### src/rtl/serial_rx_pkg.sv
package serial_rx_pkg;

    typedef enum logic [2:0] {
        RX_IDLE,
        RX_START,
        RX_DATA,
        RX_PARITY,
        RX_STOP
    } rx_state_t;

    typedef enum logic [1:0] {
        PAR_NONE = 2'b00,
        PAR_ZERO = 2'b01,
        PAR_EVEN = 2'b10,
        PAR_ODD  = 2'b11
    } par_mode_t;

endpackage

### src/rtl/rx_line_sync.sv
module rx_line_sync #(
    parameter int SYNC_STAGES = 2
) (
    input  logic clk,
    input  logic rst_n,
    input  logic active,
    input  logic rxd,
    output logic rxd_s,
    output logic start_det
);
    logic [SYNC_STAGES-1:0] sync_q;
    logic                   prev_q;

    always_ff @(posedge clk or negedge rst_n) begin
        if (!rst_n) begin
            sync_q <= '1;
            prev_q <= 1'b1;
        end else begin
            sync_q <= {sync_q[SYNC_STAGES-2:0], rxd};
            // Forced high while inactive: a line low at enable reads as an edge
            prev_q <= active ? sync_q[SYNC_STAGES-1] : 1'b1;
        end
    end

    assign rxd_s     = sync_q[SYNC_STAGES-1];
    assign start_det = active && prev_q && !rxd_s;

endmodule

### src/rtl/rx_frame_fsm.sv
module rx_frame_fsm
    import serial_rx_pkg::*;
#(
    parameter int DATA_W = 8,
    parameter int OSR    = 16   // oversampling ratio, power of two
) (
    input  logic              clk,
    input  logic              rst_n,
    input  logic              active,
    input  logic              tick,
    input  logic              rxd_s,
    input  logic              start_det,
    input  logic              par_en,
    output logic              frame_end,
    output logic [DATA_W-1:0] frm_data,
    output logic              frm_par,
    output logic              frm_stop
);
    localparam int CW = $clog2(OSR);
    localparam int BW = $clog2(DATA_W);
    localparam logic [CW-1:0] MID_CNT  = CW'(OSR / 2 - 1);
    localparam logic [CW-1:0] LAST_CNT = CW'(OSR - 1);
    localparam logic [BW-1:0] LAST_BIT = BW'(DATA_W - 1);

    rx_state_t         state_q, state_d;
    logic [CW-1:0]     cnt_q;
    logic [BW-1:0]     bit_q;
    logic [DATA_W-1:0] shreg_q;
    logic              par_q, stop_q, end_q;
    logic              sample_mid, sample_bit;

    assign sample_mid = tick && (cnt_q == MID_CNT);
    assign sample_bit = tick && (cnt_q == LAST_CNT);

    always_comb begin
        state_d = state_q;
        if (!active) begin
            state_d = RX_IDLE;
        end else begin
            unique case (state_q)
                RX_IDLE:   if (start_det)  state_d = RX_START;
                RX_START:  if (sample_mid) state_d = rxd_s ? RX_IDLE : RX_DATA;
                RX_DATA:   if (sample_bit && bit_q == LAST_BIT)
                               state_d = par_en ? RX_PARITY : RX_STOP;
                RX_PARITY: if (sample_bit) state_d = RX_STOP;
                RX_STOP:   if (sample_bit) state_d = RX_IDLE;
                default:   state_d = RX_IDLE;
            endcase
        end
    end

    always_ff @(posedge clk or negedge rst_n) begin
        if (!rst_n) state_q <= RX_IDLE;
        else        state_q <= state_d;
    end

    always_ff @(posedge clk or negedge rst_n) begin
        if (!rst_n) begin
            cnt_q   <= '0;
            bit_q   <= '0;
            shreg_q <= '0;
            par_q   <= 1'b0;
            stop_q  <= 1'b1;
            end_q   <= 1'b0;
        end else begin
            if (state_d != state_q) cnt_q <= '0;
            else if (tick)          cnt_q <= cnt_q + 1'b1;
            if (state_q == RX_START) bit_q <= '0;
            if (state_q == RX_DATA && sample_bit) begin
                shreg_q <= {rxd_s, shreg_q[DATA_W-1:1]};
                bit_q   <= bit_q + 1'b1;
            end
            if (state_q == RX_PARITY && sample_bit) par_q <= rxd_s;
            end_q <= active && state_q == RX_STOP && sample_bit;
            if (active && state_q == RX_STOP && sample_bit) stop_q <= rxd_s;
        end
    end

    assign frame_end = end_q;
    assign frm_data  = shreg_q;
    assign frm_par   = par_q;
    assign frm_stop  = stop_q;

    AST_IDLE_WHEN_OFF: assert property (@(posedge clk) disable iff (!rst_n)
        !active |=> state_q == RX_IDLE);
    AST_FALSE_START: assert property (@(posedge clk) disable iff (!rst_n)
        (active && state_q == RX_START && sample_mid && rxd_s) |=> state_q == RX_IDLE);
    AST_END_PULSE: assert property (@(posedge clk) disable iff (!rst_n)
        end_q |=> !end_q);

endmodule

### src/rtl/rx_status_regs.sv
module rx_status_regs
    import serial_rx_pkg::*;
#(
    parameter int DATA_W = 8
) (
    input  logic              clk,
    input  logic              rst_n,
    input  logic              clr,
    input  logic              frame_end,
    input  logic [DATA_W-1:0] frm_data,
    input  logic              frm_par,
    input  logic              frm_stop,
    input  par_mode_t         par_mode,
    input  logic              buf_rd,
    input  logic              stat_rd,
    output logic [DATA_W-1:0] rx_data,
    output logic [2:0]        err_flags,
    output logic              rx_done,
    output logic              rx_err
);
    logic              full_q;
    logic              exp_par, new_pe, new_fe, new_ov, store;
    logic [2:0]        new_flags;

    always_comb begin
        unique case (par_mode)
            PAR_EVEN: exp_par = ^frm_data;
            PAR_ODD:  exp_par = ~^frm_data;
            default:  exp_par = 1'b0;
        endcase
    end

    assign new_pe    = frame_end && par_mode != PAR_NONE && frm_par != exp_par;
    assign new_fe    = frame_end && !frm_stop;
    assign new_ov    = frame_end && full_q;
    assign store     = frame_end && !full_q;
    assign new_flags = {new_pe, new_fe, new_ov};

    always_ff @(posedge clk or negedge rst_n) begin
        if (!rst_n) begin
            rx_data   <= '0;
            err_flags <= '0;
            full_q    <= 1'b0;
            rx_done   <= 1'b0;
            rx_err    <= 1'b0;
        end else if (clr) begin
            err_flags <= '0;
            full_q    <= 1'b0;
            rx_done   <= 1'b0;
            rx_err    <= 1'b0;
        end else begin
            // a flag raised this cycle outlives a simultaneous read
            err_flags <= (stat_rd ? 3'b000 : err_flags) | new_flags;
            if (store) rx_data <= frm_data;
            full_q  <= store || (full_q && !buf_rd);
            rx_done <= store;
            rx_err  <= |new_flags;
        end
    end

    AST_OVR_HOLD: assert property (@(posedge clk) disable iff (!rst_n)
        (frame_end && full_q && !clr) |=> (rx_data == $past(rx_data) && !rx_done && err_flags[0]));
    AST_READ_CLEARS: assert property (@(posedge clk) disable iff (!rst_n)
        (stat_rd && !frame_end) |=> err_flags == 3'b000);
    AST_OFF_CLEAR: assert property (@(posedge clk) disable iff (!rst_n)
        clr |=> (err_flags == 3'b000 && !rx_done));
    AST_NOPAR_PE: assert property (@(posedge clk) disable iff (!rst_n)
        (frame_end && par_mode == PAR_NONE && (stat_rd || !err_flags[2])) |=> !err_flags[2]);
    AST_ERR_PULSE: assert property (@(posedge clk) disable iff (!rst_n)
        rx_err |-> $past(frame_end));

endmodule

### src/rtl/serial_rx_status.sv
module serial_rx_status
    import serial_rx_pkg::*;
#(
    parameter int DATA_W      = 8,
    parameter int OSR         = 16,
    parameter int SYNC_STAGES = 2
) (
    input  logic              clk,
    input  logic              rst_n,
    input  logic              tick16,
    input  logic              power_en,
    input  logic              rx_en,
    input  logic [1:0]        parity_mode,
    input  logic              rxd,
    input  logic              buf_rd,
    input  logic              stat_rd,
    output logic [DATA_W-1:0] rx_data,
    output logic [7:0]        status,
    output logic              rx_done,
    output logic              rx_err
);
    logic       active_q, clr;
    logic       rxd_s, start_det;
    logic       frame_end, frm_par, frm_stop;
    logic [DATA_W-1:0] frm_data;
    logic [2:0] flags;
    par_mode_t  pmode;

    assign pmode = par_mode_t'(parity_mode);
    assign clr   = !power_en && !rx_en;

    always_ff @(posedge clk or negedge rst_n) begin
        if (!rst_n) active_q <= 1'b0;
        else        active_q <= power_en && rx_en;
    end

    rx_line_sync #(.SYNC_STAGES(SYNC_STAGES)) u_sync (
        .clk(clk), .rst_n(rst_n), .active(active_q), .rxd(rxd),
        .rxd_s(rxd_s), .start_det(start_det)
    );

    rx_frame_fsm #(.DATA_W(DATA_W), .OSR(OSR)) u_fsm (
        .clk(clk), .rst_n(rst_n), .active(active_q), .tick(tick16),
        .rxd_s(rxd_s), .start_det(start_det), .par_en(pmode != PAR_NONE),
        .frame_end(frame_end), .frm_data(frm_data), .frm_par(frm_par),
        .frm_stop(frm_stop)
    );

    rx_status_regs #(.DATA_W(DATA_W)) u_regs (
        .clk(clk), .rst_n(rst_n), .clr(clr), .frame_end(frame_end),
        .frm_data(frm_data), .frm_par(frm_par), .frm_stop(frm_stop),
        .par_mode(pmode), .buf_rd(buf_rd), .stat_rd(stat_rd),
        .rx_data(rx_data), .err_flags(flags), .rx_done(rx_done), .rx_err(rx_err)
    );

    assign status = clr ? 8'h00 : {5'b00000, flags};

    AST_STATUS_UPPER_ZERO: assert property (@(posedge clk) disable iff (!rst_n)
        status[7:3] == 5'b00000);
    AST_NO_FRAME_OFF: assert property (@(posedge clk) disable iff (!rst_n)
        !active_q |=> !rx_done);

endmodule

### config.mk
export PLATFORM = sky130hd
export DESIGN_NAME = serial_rx_status
export DESIGN_NICKNAME = d
export VERILOG_FILES = /design/src/rtl/serial_rx_pkg.sv /design/src/rtl/rx_line_sync.sv /design/src/rtl/rx_frame_fsm.sv /design/src/rtl/rx_status_regs.sv /design/src/rtl/serial_rx_status.sv
export SDC_FILE = /design/constraint.sdc
export NUM_CORES = 1
export LEC_CHECK = 0
export ABC_AREA = 0
export BUFFER_PORTS_ARGS = -buffer_cell sky130_fd_sc_hd__buf_2
export CORE_MARGIN = 1
export CORE_UTILIZATION = 40
export DETAILED_ROUTE_END_ITERATION = 12
export GPL_TIMING_DRIVEN = 0
export PLACE_DENSITY = 0.73
export SLEW_MARGIN = 10
export SYNTH_ARGS = -nofsm -noshare
export SYNTH_HDL_FRONTEND = slang
export SYNTH_SLANG_ARGS = --single-unit
### constraint.sdc
create_clock -name clk -period 1.6 [get_ports clk]
set_input_delay 0.08 -clock clk [delete_from_list [all_inputs] [get_ports clk]]
set_output_delay 0.08 -clock clk [all_outputs]
set_load 0.005 [all_outputs]
# == Yosys cells after proc, flatten, opt, wreduce, memory -nomap -nowiden ==
# Index checks and enable logic that the tools add are counted.
# Widths: inputs -> output; s select.
# word_totals
ff_bits,39
in_bits,10
word_cells,83
# classes
addsub,2
n_eq_ne,11
n_mux,21
bitwise_logic,2
reduce_logical,32
# ops
op,count
$mux 3,12
$logic_and 1x1->1,17
$pmux 3 s5,1
$mux 4,2
$reduce_xnor 8->1,1
$reduce_xor 8->1,1
$eq 3x2->1 const B,2
$eq 3x3->1 const B,2
$logic_not 1->1,6
$reduce_bool 2->1,3
$add 4x1->4 const B,1
$eq 2x2->1 const B,2
$eq 4x3->1 const B,1
$eq 4x4->1 const B,1
$mux 1,4
$add 3x1->3 const B,1
$eq 3x1->1 const B,1
$logic_not 3->1,1
$ne 3x3->1,1
$or 3x3->3,1
$reduce_or 3->1,1
$mux 2,1
$pmux 1 s2,1
$reduce_and 2->1,1
other kinds (3),3

# == Depth between registers and ports, before layout ==
# depth
depth_word,8
depth_mapped,6
depth_no_buf,6

# == Hierarchy ==
# From an unflattened synthesis, not the netlist that was laid out.
# hier_totals
hier_cells,163
area_unflattened_um2,1914.3
# by_module_without_submodules
mod,instances,cells_per_inst,area_per_inst_um2,seq_area_each_um2
rx_frame_fsm,1,94,1092.3,526.8
rx_status_regs,1,51,623.1,350.3
serial_rx_status,1,13,105.1,25.0
rx_line_sync,1,5,93.8,78.8

# == Least setup slack after synthesis ==
# No wires, ideal clock.
# synth_path
kind,flip-flop to flip-flop
start,reg u_fsm.cnt_q[0]
end,reg u_fsm.cnt_q[1]
setup_time_ns,0.139
arrival_time_ns,1.510
t_required_ns,1.461
setup_slack_ns,-0.049
path_stages_with_launch,6
n_path_buf,0
cell_sequence,dfrtp_1 -> ha_1 -> and3_4 -> or4b_1 -> a32oi_2 -> nor4b_1
# synth_via
elab_chain_len,8
elab_cells_between_ends,16
cone_classes,add/sub (1); eq/ne (3); mux (8); reduce/logical (4)
# synth_rtl
item,line_no,source
start: declaration,rx_frame_fsm.sv:26,logic [CW-1:0] cnt_q;
start signal: assignment,rx_frame_fsm.sv:67,else if (tick) cnt_q <= cnt_q + 1'b1;
$eq 4x4->1,rx_frame_fsm.sv:33,assign sample_bit = tick && (cnt_q == LAST_CNT);
$logic_and 1x1->1,rx_frame_fsm.sv:33,
$logic_and 1x1->1,rx_frame_fsm.sv:43,RX_DATA: if (sample_bit && bit_q == LAST_BIT)
$mux 3,rx_frame_fsm.sv:43,
$pmux 3 s5,rx_frame_fsm.sv:40,unique case (state_q)
$mux 3,rx_frame_fsm.sv:37,if (!active) begin
$ne 3x3->1,rx_frame_fsm.sv:66,if (state_d != state_q) cnt_q <= '0;
$mux 4 / $reduce_bool 2->1 (equally long branches),n/a,
# Several ways; a longest one is shown, not always the timed one. The select of a mux whose other input is x is not followed.
# A chain may end at the register's enable or synchronous reset.

# == Final worst setup path ==
# layout_path
start,reg u_fsm.cnt_q[0]
end,reg u_fsm.cnt_q[3]
# The elaborated chain is that of the path after synthesis.

==> qor.txt <==
DIE HEIGHT -> 71.05 um
First-pass GRT wire length -> 6.306 mm
CP arrival -> 1.84 ns
Final non-filler cell area -> 2392 sq um
Met1 wire length -> 1.699 mm
DPL Wire Length -> 2.353 mm
Worst Reg-to-Reg Cells -> 5
Layout cells sized above 1 -> 43.48%
Met3 wire length -> 154 um
Total Die Area -> 5047 sq um
Gpl congestion -> 0.8104
Setup TNS -> -0.5656 ns
P_leak -> 1.126 nW
Post-route ant nets -> 0
H-tree depth -> 2
Final WS setup -> -0.07702 ns
Flops & latches, synth -> 39
Site Rows -> 24
Number of I/O pins -> 28
Fin nets -> 219
Worst Hold Path EP -> active_q
Pre-CTS setup slack -> -0.3054 ns
Maximum clock insertion buffer count -> 2
Synth top area cells -> dfrtp_1, mux2_2, dfstp_2, xnor2_1, buf_4
Synth Flop Type -> dfrtp_1
Port bufs -> 21
TritonCTS clock tree -> built
Failing checks -> negative setup slack
Worst R2R Setup Slack -> -0.08 ns
RSZ-0062 raised after global routing -> yes
Sequential area share after synthesis -> 51.44%
Met2 WL -> 1.765 mm
Clock buffers created by TritonCTS -> 5
Post-place instance area -> 2097 sq um
Final Hold Viols -> 0
Max-slew violation count -> 0
Maxcap violations -> 0
DRT iter0 DRCs -> 162
GRT Overall Usage -> 16.29%
Width of the die -> 71.05 um
Reg clk slew, reported paths -> 0.08 ns
WP data required -> 1.76 ns
Vias in the first global route -> 1316
EDFF count, synth -> 0
Max Clock Skew -> 0.009222 ns
Synth-to-layout area growth -> 25.46%
R2R Path Start -> u_fsm.cnt_q[0]
Crit path time final -> 1.677 ns
Clock sinks -> 39
Clock Latency Late Sink -> 0.29 ns
Yosys top cell area share -> 45.93%
Drt wl/cell -> 14.31 um
Top-count cell post-synth -> dfrtp_1
Hold path cells -> 2
Tcrit/Tclk final -> 104.8%
Via count -> 1377
Worst setup SP type -> register
Distinct cells, synth -> 43
Cells after Synth -> 161
Initial Utilization -> 42.62%
Highest metal used -> met4
Min-delay src -> rx_en
Status -> finished with violations
Final Setup Violations -> 12
CP Class -> reg -> reg
DRC viols -> 0
Yosys warns -> 0
Max VDD drop -> 483.4 uV
R2r endpoint -> u_fsm.cnt_q[3]
Critical path fanouts, max -> 4
Tot Pwr -> 2.070 mW
Synth cell count leaders -> dfrtp_1, mux2_2, nor2_1
Least-Margin Pin Slew -> 0.8674 ns
Avg Vias per Cell -> 5.317
Diode count -> 0
Total wire length -> 3.706 mm
Core area -> 4474 sq um
Initial antenna violation count -> 0
Max Clock Freq -> 596.3 MHz
Asr flop ratio synth -> 100.0%
Power Dens Cells -> 865.2 nW/um^2
Worst rel slew slack -> 42.17%
Mean post-synth cell area -> 11.84 sq um
Area leader, netlist -> dfrtp_1
Gr ovfl total -> 0
Synthesized cell area -> 1907 sq um
DP Cell Count -> 238
Hold WC Path Type -> in -> reg
Drt pass-1 iters -> 6
Critical Path End Type -> register
CTS root buf -> clkbuf_8
Largest net degree at the start of global routing -> 40
Final std cells w/o fill -> 259
==> cell usage in the layout, fill, tap and decap left out, types with 5 or more instances in the layout <==
cell type / netlist / routed
xnor2_1: 8 / 8
nor2b_1: 7 / 6
a21oi_1: 6 / 6
dfrtp_1: 35 / 35
buf_2: 3 / 23
nand2_1: 7 / 7
conb_1: 1 / 5
mux2_2: 18 / 18
buf_4: 6 / 15
o21ai_0: 7 / 5
nor2_1: 9 / 8
clkbuf_8: 0 / 5
==> routing by layer <==
metal / GRT usage, % / vias up
li1: - / 654
met1: 21.89 / 681
met2: 25.11 / 35
met3: 3.846 / 7
met4: 7.556 / 0
met5: 0 / -
==> worst max path at each step <==
stage                              start                 to  slack [ns]  depth (start not counted)
after floorplan           u_fsm.cnt_q[0]     u_fsm.cnt_q[0]       -0.02                          5
after global placement    u_fsm.cnt_q[0]     u_fsm.cnt_q[1]       -0.29                          5
after detailed placement  u_fsm.cnt_q[0]     u_fsm.cnt_q[1]       -0.31                          5
after CTS                 u_fsm.cnt_q[0]     u_fsm.cnt_q[3]       -0.11                          5
after global routing      u_fsm.cnt_q[1]  u_fsm.frm_data[7]       -0.14                          5
final                     u_fsm.cnt_q[0]     u_fsm.cnt_q[3]       -0.08                          5
==> sequential cells by signal (all words and copies together), names as in the netlist <==
name and cells:
u_regs.err_flags 3, u_regs.full_q 1, u_regs.rx_data 8, u_fsm.frm_par 1, active_q 1, u_sync.prev_q 1, u_sync.sync_q 2, u_fsm.bit_q 3
u_fsm.state_q 3, u_fsm.frame_end 1, u_regs.rx_err 1, u_fsm.cnt_q 4, u_fsm.frm_data 8, u_fsm.frm_stop 1, u_regs.rx_done 1
==> cell families after synthesis <==
| family | Yosys count | share of synthesized area [%] |
|---|---|---|
| and+or+nand+nor | 46 | 15.29 |
| DFF | 39 | 51.44 |
| AOI/OAI and AO/OA | 27 | 9.581 |
| muxes | 19 | 11.15 |
| buffers and inverters | 14 | 4.133 |
| xor gates and xnor gates | 12 | 6.234 |
| adders and majority gates | 3 | 1.969 |
| other | 1 | 0.1967 |
==> final cells by class <==
type,count,area [sq um]
inverters,4,15.01
plain buffers,10,66.31
well taps,52,65.06
repair buffers,34,222.7
clock inverters,3,20.02
flip-flops and latches,39,980.9
clock buffers,5,68.82
fillers,379,2082
multi-input cells,112,953.4
==> per-stage QoR <==
| step | hold WS [ns] | utilization [%] |
|---|---|---|
| floorplan | -0.2156 | - |
| global placement | 0.1858 | 46.87 |
| detailed placement | 0.1875 | 46.87 |
| CTS | 0.01603 | 52.32 |
| global route | 0.02930 | 53.47 |
| finish | 0.01656 | 53.47 |
==> power by group <==
group	switching (mW)	leakage, nW	total, mW	internal, mW
logic	0.134	0.561	0.309	0.175
clock network	0.354	0.0402	0.657	0.303
registers	0.0652	0.525	1.10	1.04
total	0.553	1.13	2.07	1.52
==> worst max-delay path: stages, from the launching register on <==
cell,delay (ns)
dfrtp_1,0.39
ha_4,0.16
and3_4,0.17
or4b_4,0.47
a32oi_4,0.26
nor4b_2,0.09
==> what timing repair did <==
item                                    in CTS  in global routing
gates resized for setup                     10                  9
pin swaps                                    5                  3
hold endpoints to repair                    37                  0
endpoints found under the setup margin      12                 23
hold buffers                                 3                  0
buffers inserted                             8                  2
No activity file was read; power rests on OpenSTA's default activity.
